File: src/rtl/hsc_pkg.sv
package hsc_pkg;
    localparam int unsigned NUM_PORTS = 4;
    localparam int unsigned NSRC      = NUM_PORTS + 1;
    localparam int unsigned BYTE_W    = 8;

    typedef logic [NSRC-1:0] src_mask_t;

    typedef struct packed {
        logic              vld;
        logic              is_data;
        logic [BYTE_W-1:0] payload;
    } rsp_t;

    function automatic logic [BYTE_W-1:0] pack_bitmap(input src_mask_t m);
        logic [BYTE_W-1:0] r;
        r = '0;
        r[NSRC-1:0] = m;
        return r;
    endfunction
endpackage

File: src/rtl/hsc_pending.sv
module hsc_pending
    import hsc_pkg::*;
(
    input  logic      clk,
    input  logic      rst,
    input  src_mask_t evt,
    input  src_mask_t clr,
    input  logic      eof2,
    output src_mask_t pend
);
    always_ff @(posedge clk) begin
        if (rst)       pend <= '0;
        else if (eof2) pend <= evt;
        else           pend <= (pend & ~clr) | evt;
    end


    pend_clear_chk: assert property (@(posedge clk) disable iff (rst)
        ((clr & ~evt) != '0) |=> ((pend & $past(clr & ~evt)) == '0));

    pend_keep_chk: assert property (@(posedge clk) disable iff (rst)
        (evt != '0) |=> ((pend & $past(evt)) == $past(evt)));
endmodule

File: src/rtl/hsc_sampler.sv
module hsc_sampler
    import hsc_pkg::*;
(
    input  logic      clk,
    input  logic      rst,
    input  logic      eof2,
    input  src_mask_t pend,
    input  src_mask_t clr,
    output src_mask_t rpt
);
    always_ff @(posedge clk) begin
        if (rst)       rpt <= '0;
        else if (eof2) rpt <= (rpt | pend) & ~clr;
        else           rpt <= rpt & ~clr;
    end


    rpt_hold_chk: assert property (@(posedge clk) disable iff (rst)
        (!eof2 && clr == '0) |=> $stable(rpt));

    rpt_no_grow_chk: assert property (@(posedge clk) disable iff (rst)
        !eof2 |=> ((rpt & ~$past(rpt)) == '0));
endmodule

File: src/rtl/hsc_responder.sv
module hsc_responder
    import hsc_pkg::*;
(
    input  logic      clk,
    input  logic      rst,
    input  logic      tok,
    input  logic      cfg,
    input  src_mask_t rpt,
    output rsp_t      rsp
);
    logic give_data;
    assign give_data = cfg && (rpt != '0);

    always_ff @(posedge clk) begin
        if (rst) begin
            rsp <= '0;
        end else begin
            rsp.vld     <= tok;
            rsp.is_data <= tok && give_data;
            rsp.payload <= (tok && give_data) ? pack_bitmap(rpt) : '0;
        end
    end


    rsvd_zero_chk: assert property (@(posedge clk) disable iff (rst)
        rsp.payload[BYTE_W-1:NSRC] == '0);

    rsp_timing_chk: assert property (@(posedge clk) disable iff (rst)
        tok |=> rsp.vld);

    rsp_idle_chk: assert property (@(posedge clk) disable iff (rst)
        !tok |=> !rsp.vld && !rsp.is_data);
endmodule

File: src/rtl/hsc_intr_responder.sv
module hsc_intr_responder
    import hsc_pkg::*;
(
    input  logic              clk,
    input  logic              rst,
    input  logic [NSRC-1:0]   chg_evt_i,
    input  logic              eof2_i,
    input  logic              cfg_i,
    input  logic              in_tok_i,
    input  logic [NSRC-1:0]   clr_mask_i,
    output logic              rsp_vld_o,
    output logic              rsp_data_o,
    output logic [BYTE_W-1:0] rsp_byte_o
);
    src_mask_t pend, rpt;
    rsp_t      rsp;

    hsc_pending i_pend (
        .clk(clk), .rst(rst), .evt(chg_evt_i), .clr(clr_mask_i),
        .eof2(eof2_i), .pend(pend)
    );

    hsc_sampler i_samp (
        .clk(clk), .rst(rst), .eof2(eof2_i), .pend(pend),
        .clr(clr_mask_i), .rpt(rpt)
    );

    hsc_responder i_resp (
        .clk(clk), .rst(rst), .tok(in_tok_i), .cfg(cfg_i),
        .rpt(rpt), .rsp(rsp)
    );

    assign rsp_vld_o  = rsp.vld;
    assign rsp_data_o = rsp.is_data;
    assign rsp_byte_o = rsp.payload;


    unconfig_nak_chk: assert property (@(posedge clk) disable iff (rst)
        (in_tok_i && !cfg_i) |=> (rsp_vld_o && !rsp_data_o));

    empty_nak_chk: assert property (@(posedge clk) disable iff (rst)
        rsp_vld_o && !rsp_data_o |-> rsp_byte_o == '0);
endmodule

File: config.mk
export PLATFORM = sky130hd
export DESIGN_NAME = hsc_intr_responder
export DESIGN_NICKNAME = d
export VERILOG_FILES = /design/src/rtl/hsc_pkg.sv /design/src/rtl/hsc_pending.sv /design/src/rtl/hsc_sampler.sv /design/src/rtl/hsc_responder.sv /design/src/rtl/hsc_intr_responder.sv
export SDC_FILE = /design/constraint.sdc
export NUM_CORES = 1
export LEC_CHECK = 0
export BUFFER_PORTS_ARGS = -buffer_cell sky130_fd_sc_hd__buf_2
export CAP_MARGIN = 15
export CORE_AREA = 2 2 39 41
export CTS_BUF_LIST = sky130_fd_sc_hd__clkbuf_8
export CTS_CLUSTER_SIZE = 8
export DETAILED_ROUTE_END_ITERATION = 10
export DIE_AREA = 0 0 41 43
export PLACE_DENSITY = 0.74
export RECOVER_POWER = 50
export SYNTH_ARGS = -nofsm -noshare
export SYNTH_HDL_FRONTEND = slang
export SYNTH_SLANG_ARGS = --single-unit
File: constraint.sdc
create_clock -name clk -period 3.1 [get_ports clk]
set_input_delay 0.62 -clock clk [delete_from_list [all_inputs] [get_ports clk]]
set_output_delay 0.62 -clock clk [all_outputs]
set_load 0.02 [all_outputs]
Yosys cells after proc, flatten, opt, wreduce, memory -nomap -nowiden
Cells that the tools add are included.

Mux-type cells: 2. Reductions and logical operators: 4. Eq/ne operators: 0. Shifts and indexed selects: 0. $mul: 0. Div/mod/pow operators: 0. Bitwise operators: 7. $lt $le $gt $ge: 0. Add/sub/neg operators: 0.

Operators by type and width (count): 5-bit AND (3); 5-bit two-way mux (2); 5-bit OR (2); 5-bit NOT (1); 5-bit nonzero test (1); 1-bit logical AND (2); 2-bit OR reduction (1); 1-bit NOT (1).

ROM bits: 0. Output and inout bits: 10. Bits in registers: 20. Word-level logic and storage cells: 19. Bits in latches: 0. Memories kept: 0. Memory bits (writable): 0.

Depth between registers and ports, before layout
Gate-level depths: netlist of the first run.

Word-level depth: 5. Gate-level depth with buffers: 3.

Modules after synthesis
From an unflattened synthesis of the first run, not the netlist that was laid out.

Cell total of the unflattened synthesis: 55. Area, all modules: 566.8 sq um.

Modules (own cells, without submodules): hsc_responder (times used 1, sequential area each 140.1 sq um, cells an instance 20, area an instance 229.0 sq um); hsc_pending (times used 1, sequential area each 100.1 sq um, cells an instance 20, area an instance 187.7 sq um); hsc_sampler (times used 1, sequential area each 100.1 sq um, cells an instance 15, area an instance 150.1 sq um).

Worst setup path before layout of the first run
OpenSTA, ideal clock, no wires.

Kind: input -> register. Start: input eof2_i. End: register i_pend.pend[0]. Stages on the path: 3. Slack: 1788 ps. Arrival time: 1242 ps. Path through: buf_2 -> or3b_1 -> a21oi_1.

Word-level cells in the longest chain between the ends: 1.

RTL lines: from (decl) (line hsc_intr_responder.sv:7) `input logic eof2_i,`; 5-bit two-way mux (line hsc_pending.sv:13) `else if (eof2) pend <= evt;`; to (signal assigned) (line hsc_pending.sv:13); to (signal assigned) (line hsc_pending.sv:14) `else pend <= (pend & ~clr) | evt;`; to (decl) (line hsc_pending.sv:9) `output src_mask_t pend`.

No other way between the ends. A chain may end at the register's enable or synchronous reset.

Final worst setup path of the first run
Start: input rst. End: register i_resp.rsp[1] (netlist name).

Word-level cells in the longest chain between the ends: 1.

RTL lines: from (decl) (line hsc_intr_responder.sv:5) `input logic rst,`; 2-bit OR reduction (no line).

No other way between the ends.

==> results of run 1 <==
## worst paths after layout
| kind | from | end | slack, ns | depth (start not counted) |
|---|---|---|---|---|
| min reg2reg | i_samp.rpt[4] | i_resp.rsp[4] | 0.49 | 1 |
| max | rst | i_resp.rsp[1] | 1.74 | 3 |
| min | i_samp.rpt[4] | i_resp.rsp[4] | 0.49 | 1 |
| max reg2reg | i_samp.rpt[1] | i_resp.rsp[8] | 1.99 | 2 |
## metal layers
layer	GRT usage	part of all wire	vias up
met3	0.0157	0.077	0
met5	0	0	-
met2	0.197	0.44	19
met1	0.161	0.48	186
met4	0.0600	0	0
li1	-	-	230
## flip-flops by register name (all words and copies together) (netlist names)
name / flops
i_pend.pend: 5
i_resp.rsp: 7
i_samp.rpt: 5
## placed cells by master, fill, tap and decap left out
cell,netlist,routed
and2_2,1,1
clkbuf_1,1,2
clkbuf_8,0,3
and3b_1,1,1
or4_1,1,1
or3b_1,5,5
nor2b_1,1,1
o21a_1,1,1
conb_1,1,3
a21oi_1,10,10
buf_2,1,19
and2_1,4,4
inv_1,5,6
dfxtp_1,17,17
nor3_1,5,5
## cell type report
type                    count  area, sq um  share of cell area
clock buffers               3         41.3              0.0574
clock inverters             1         3.75             0.00522
inverters                   5         18.8              0.0261
multi-input cells          32          193               0.268
flip-flops and latches     17          340               0.473
well taps                  16         20.0              0.0278
repair buffers             21          103               0.143
## stage by stage
stage	std cells	area (sq um)	setup slack, ns	util
3_5_place_dp	91	677	1.67	0.489
2_1_floorplan	59	583	1.79	-
6_report	95	719	1.74	0.520
4_1_cts	95	722	1.76	0.522
5_1_grt	95	719	1.68	0.520
3_3_place_gp	91	677	1.73	0.489
## report_power, final
part | switching, mW | internal, mW | leakage, nW
logic | 0.0161 | 0.0131 | 0.183
registers | 0.00311 | 0.225 | 0.139
clock network | 0.0645 | 0.0874 | 0.0269
total | 0.0837 | 0.326 | 0.349
## critical path, cell delays in order
cell and delay (ns):
clkbuf_1 0.39, and3b_1 0.29, and2_2 0.20
## cells by family after synthesis
logic type	Yosys count	synth area share
compound gates	11	0.100
other cells	1	0.00652
simple gates	18	0.215
flops	17	0.591
buf+inv	10	0.0869
==> impl_metrics.csv, run 1 <==
group,metric,value,unit
synthesis,ys_ff_latch,17,
synthesis,synth_edf_count,0,
global_routing,grt_usage,0.125,
sta,hold_ws,0.488,ns
setup_path,path_class,"in2reg",
global_routing,grt_start_max_net_pins,13,
floorplan,start_util,0.416,
synthesis,synth_top_area_cell,"dfxtp_1",
synthesis,syn-instance-count,57,
sta,worst_pin_slew,0.514,ns
setup_path,cp_max_fo,12,
global_routing,grt_antenna_before_repair,0,
global_routing,grt_pass1_wl,1550,um
routing,vias,435,
routing,routed_wl,928,um
placement,dp_hpwl,710,um
clock_tree,cts_tree,"yes",
routing,first_pass_iters,4,
floorplan,die_w,41,um
clock_tree,htreeDepth,1,
synthesis,synth_top_cell_area_share,0.591,
synthesis,synth_area_per_cell,10.1,sq um
sta,rsz0062_at_grt,"no",
clock_tree,numCtsBuffers,3,
sta,relSlewSlack,0.657,
power,ir_worst_vdd,0.420,mV
setup_path,crit_arrival,1.50,ns
floorplan,rows,14,
sta,hold_violations,0,
sta,finalSetupViolCount,0,
synthesis,ys_top_cells_by_count,"dfxtp_1, a21oi_1, inv_1, nor3_1, or3b_1",
power,powerDensity,569,nW/um^2
clock_tree,clkSinkCount,17,
hold_path,min_path_type,"reg2reg",
setup_path,setup.worst_path.end_class,"flop",
global_routing,grt_pass1_vias,389,
finish,drive_above_1_share,0.291,
floorplan,ios,25,
flow_run,cap_violations,0,
run_status,status,"complete, no violations",
power,power.total,0.410,mW
clock_tree,clk_latency,0.24,ns
setup_path,crit_path_start_kind,"input port",
routing,drcViolationCount,0,
clock_tree,cts-resized-gates,0,
routing,drt_iter0_markers,3,
floorplan,fp.dieH,43,um
synthesis,synth_area_leaders,"dfxtp_1, a21oi_1, or3b_1",
sta,setup_tns,0,ns
finish,fin_nets,95,
synthesis,synth_async_sr_flop_share,0,
placement,io_buffer_count,21,
synthesis,syn_area,576,sq um
routing,antenna_left,0,
synthesis,synth_most_common_cell,"dfxtp_1",
synthesis,ys_seq_area_frac,0.591,
clock_tree,holdBufCountCts,0,
power,leakage,0.349,nW
sta,fmax,0.734,GHz
sta,finalMaxSlewViolations,0,
sta,period_minus_slack,1.36,ns
sta,fin_crit_sh,0.440,
synthesis,ys.flop_type,"dfxtp_1",
finish,diodes,0,
sta,fin_skew,0.00450,ns
clock_tree,ctsRootBufferMaster,"clkbuf_8",
clock_tree,cts.clk_slew.worst_paths,0.06,ns
synthesis,yosys_warnings,0,
clock_tree,clock_path_buffers,2,
finish,area_growth,25.0,%
placement,gp_congestion,0.664,
finish,fill_cells,130,
setup_path,cp.required,3.24,ns
clock_tree,post_cts_buffers,0,
routing,vias_per_cell,4.58,
routing,post_drt_wl_per_cell,9.77,um
global_routing,grt.overflow.total,0,
floorplan,die-area,1760,sq um
floorplan,core,1380,sq um
synthesis,synth_cell_types,15,
Power figures use the tool's default switching activity.
==> run 2, diff against run 1 <==
--- a/config.mk
+++ b/config.mk
@@ -7,12 +7,12 @@
 export LEC_CHECK = 0
 export BUFFER_PORTS_ARGS = -buffer_cell sky130_fd_sc_hd__buf_2
 export CAP_MARGIN = 15
-export CORE_AREA = 2 2 39 41
+export CORE_MARGIN = 1.5
+export CORE_UTILIZATION = 42
 export CTS_BUF_LIST = sky130_fd_sc_hd__clkbuf_8
 export CTS_CLUSTER_SIZE = 8
 export DETAILED_ROUTE_END_ITERATION = 10
-export DIE_AREA = 0 0 41 43
-export PLACE_DENSITY = 0.74
+export PLACE_DENSITY = 0.75
 export RECOVER_POWER = 50
 export SYNTH_ARGS = -nofsm -noshare
 export SYNTH_HDL_FRONTEND = slang
==> constraint.sdc (replaced) <==
create_clock -name clk -period 1.1 [get_ports clk]
set_input_delay 0.22 -clock clk [delete_from_list [all_inputs] [get_ports clk]]
set_output_delay 0.22 -clock clk [all_outputs]
set_load 0.02 [all_outputs]
==> run 2 against run 1 <==
Net effect: non-clock buffer count grew 2; first-iteration DRC count decreased by 67%; via count up 3.7%; critical endpoint is now i_resp.rsp[8]; largest power group unchanged; register-to-register slack worse by 2.0 ns; utilization up 5.1 points; sequential share of layout area shrank 0.72 points.
==> impl_metrics.csv, run 2 (same netlist as run 1, synthesis figures left out) <==
group,metric,value,unit
finish,fin_nets,97,
hold_path,min_path_type,"in2reg",
clock_tree,clkSinkCount,17,
routing,post_drt_wl_per_cell,9.77,um
finish,area_growth,27.4,%
clock_tree,htreeDepth,1,
clock_tree,cts-resized-gates,0,
sta,rsz0062_at_grt,"yes",
finish,largest_register,"i_resp.rsp",
floorplan,die-area,1600,sq um
clock_tree,holdBufCountCts,0,
routing,routed_wl,938,um
floorplan,start_util,0.448,
power,powerDensity,1580,nW/um^2
setup_path,path_class,"reg2reg",
power,switching_share,0.207,
setup_path,cp_max_fo,2,
sta,fmax,0.914,GHz
routing,drcViolationCount,0,
finish,largest_reg_flops,7,
floorplan,ios,25,
setup_path,cp.required,1.24,ns
sta,finalSetupViolCount,0,
sta,finalMaxSlewViolations,0,
power,p_int,0.922,mW
sta,fin_crit_sh,0.995,
power,pwr-share-comb,0.074,
clock_tree,numCtsBuffers,3,
placement,gp_congestion,0.699,
global_routing,grt.overflow.total,0,
global_routing,grt_pass1_vias,344,
routing,antenna_left,0,
finish,diodes,0,
run_status,status,"complete, no violations",
power,p_switching,0.240,mW
placement,io_buffer_count,21,
clock_tree,ctsRootBufferMaster,"clkbuf_8",
sta,hold_violations,0,
finish,final_cells,96,
finish,fin_util,0.571,
finish,layout_commonest_cell,"buf_2",
power,clockPowerShare,0.372,
power,leakage,0.361,nW
setup_path,critPathSlowestCell,"or4_1",
global_routing,grt_antenna_before_repair,0,
global_routing,grt_usage,0.142,
routing,drt_iter0_markers,1,
setup_path,crit_chain,"or4_1, o21a_1",
power,ir_worst_vdd,0.861,mV
setup_path,setup.worst_path.end_class,"flop",
floorplan,core,1280,sq um
finish,largestRegisters,"i_resp.rsp (7), i_pend.pend (5), i_samp.rpt (5)",
global_routing,grt_start_max_net_pins,12,
setup_path,crit_path_start_kind,"flop",
placement,dp_cells,92,
finish,fill_cells,121,
sta,period_minus_slack,1.09,ns
setup_path,critPathMaxStageDelay,0.51,ns
power,power.total,1.16,mW
clock_tree,post_cts_buffers,0,
clock_tree,clk_latency,0.24,ns
flow_run,cap_violations,0,
setup_path,crit_arrival,1.23,ns
clock_tree,cts_tree,"yes",
routing,vias,451,
clock_tree,clock_path_buffers,2,
routing,vias_per_cell,4.70,
finish,drive_above_1_share,0.333,
placement,dp_hpwl,675,um
finish,final_cell_mix,"buf_2, dfxtp_1, a21oi_1",
sta,hold_ws,0.145,ns
global_routing,grt_pass1_wl,1460,um
power,pwr-share-seq,0.554,
floorplan,die_w,40.0,um
floorplan,rows,13,
floorplan,fp.dieH,40.0,um
sta,fin_skew,0.00112,ns
routing,first_pass_iters,4,
clock_tree,cts.clk_slew.worst_paths,0.06,ns
==> run 2: cell types whose count changed in the layout (fill, tap and decap cells not counted), sizes merged <==
cell    before  now
buf         19   22
clkbuf       5    4
==> run 2: final timing paths <==
path                               startpoint             to  slack (ns)  depth (start not counted)
worst max-delay path            i_samp.rpt[1]  i_resp.rsp[8]       0.005                          2
worst min-delay path            clr_mask_i[4]  i_samp.rpt[4]        0.14                          2
worst max register to register  i_samp.rpt[1]  i_resp.rsp[8]       0.005                          2
worst min register to register  i_samp.rpt[0]  i_resp.rsp[0]        0.47                          1
==> run 2: final cells by class <==
class	instances	area (sq um)	area share
clock buffers	3	41.3	0.0563
clock inverters	1	3.75	0.00512
inverters	5	18.8	0.0256
multi-input cells	32	193	0.263
flip-flops and latches	17	342	0.466
well taps	15	18.8	0.0256
repair buffers	23	116	0.159
==> run 2: metrics by stage <==
stage	area [sq um]	setup WS (ns)	setup TNS, ns
2_1_floorplan	583	0.0307	0
3_3_place_gp	691	0.0242	0
3_5_place_dp	691	0.0130	0
4_1_cts	736	0.00251	0
5_1_grt	733	-0.0217	-0.0217
6_report	733	0.00549	0
==> run 2: power by group through the flow <==
stage | sequential (mW) | clock, mW | combinational (mW)
after floorplan | 0.660 | 0 | 0.0535
after global placement | 0.656 | 0 | 0.0863
after detailed placement | 0.657 | 0 | 0.0876
after CTS | 0.643 | 0.443 | 0.0883
after global routing | 0.645 | 0.477 | 0.0980
final | 0.644 | 0.432 | 0.0860
==> run 2: worst max-delay path, delay by kind of cell (launching register included) <==
kind            cells  cell delay (ns)
simple gates        1             0.51
flops               1             0.31
compound gates      1             0.18
==> run 2: metal layers <==
metal,track usage,vias up,share of wire
met1,0.189,200,0.44
li1,-,234,-
met5,0,-,0
met4,0.0776,0,0
met2,0.198,17,0.48
met3,0.0500,0,0.072
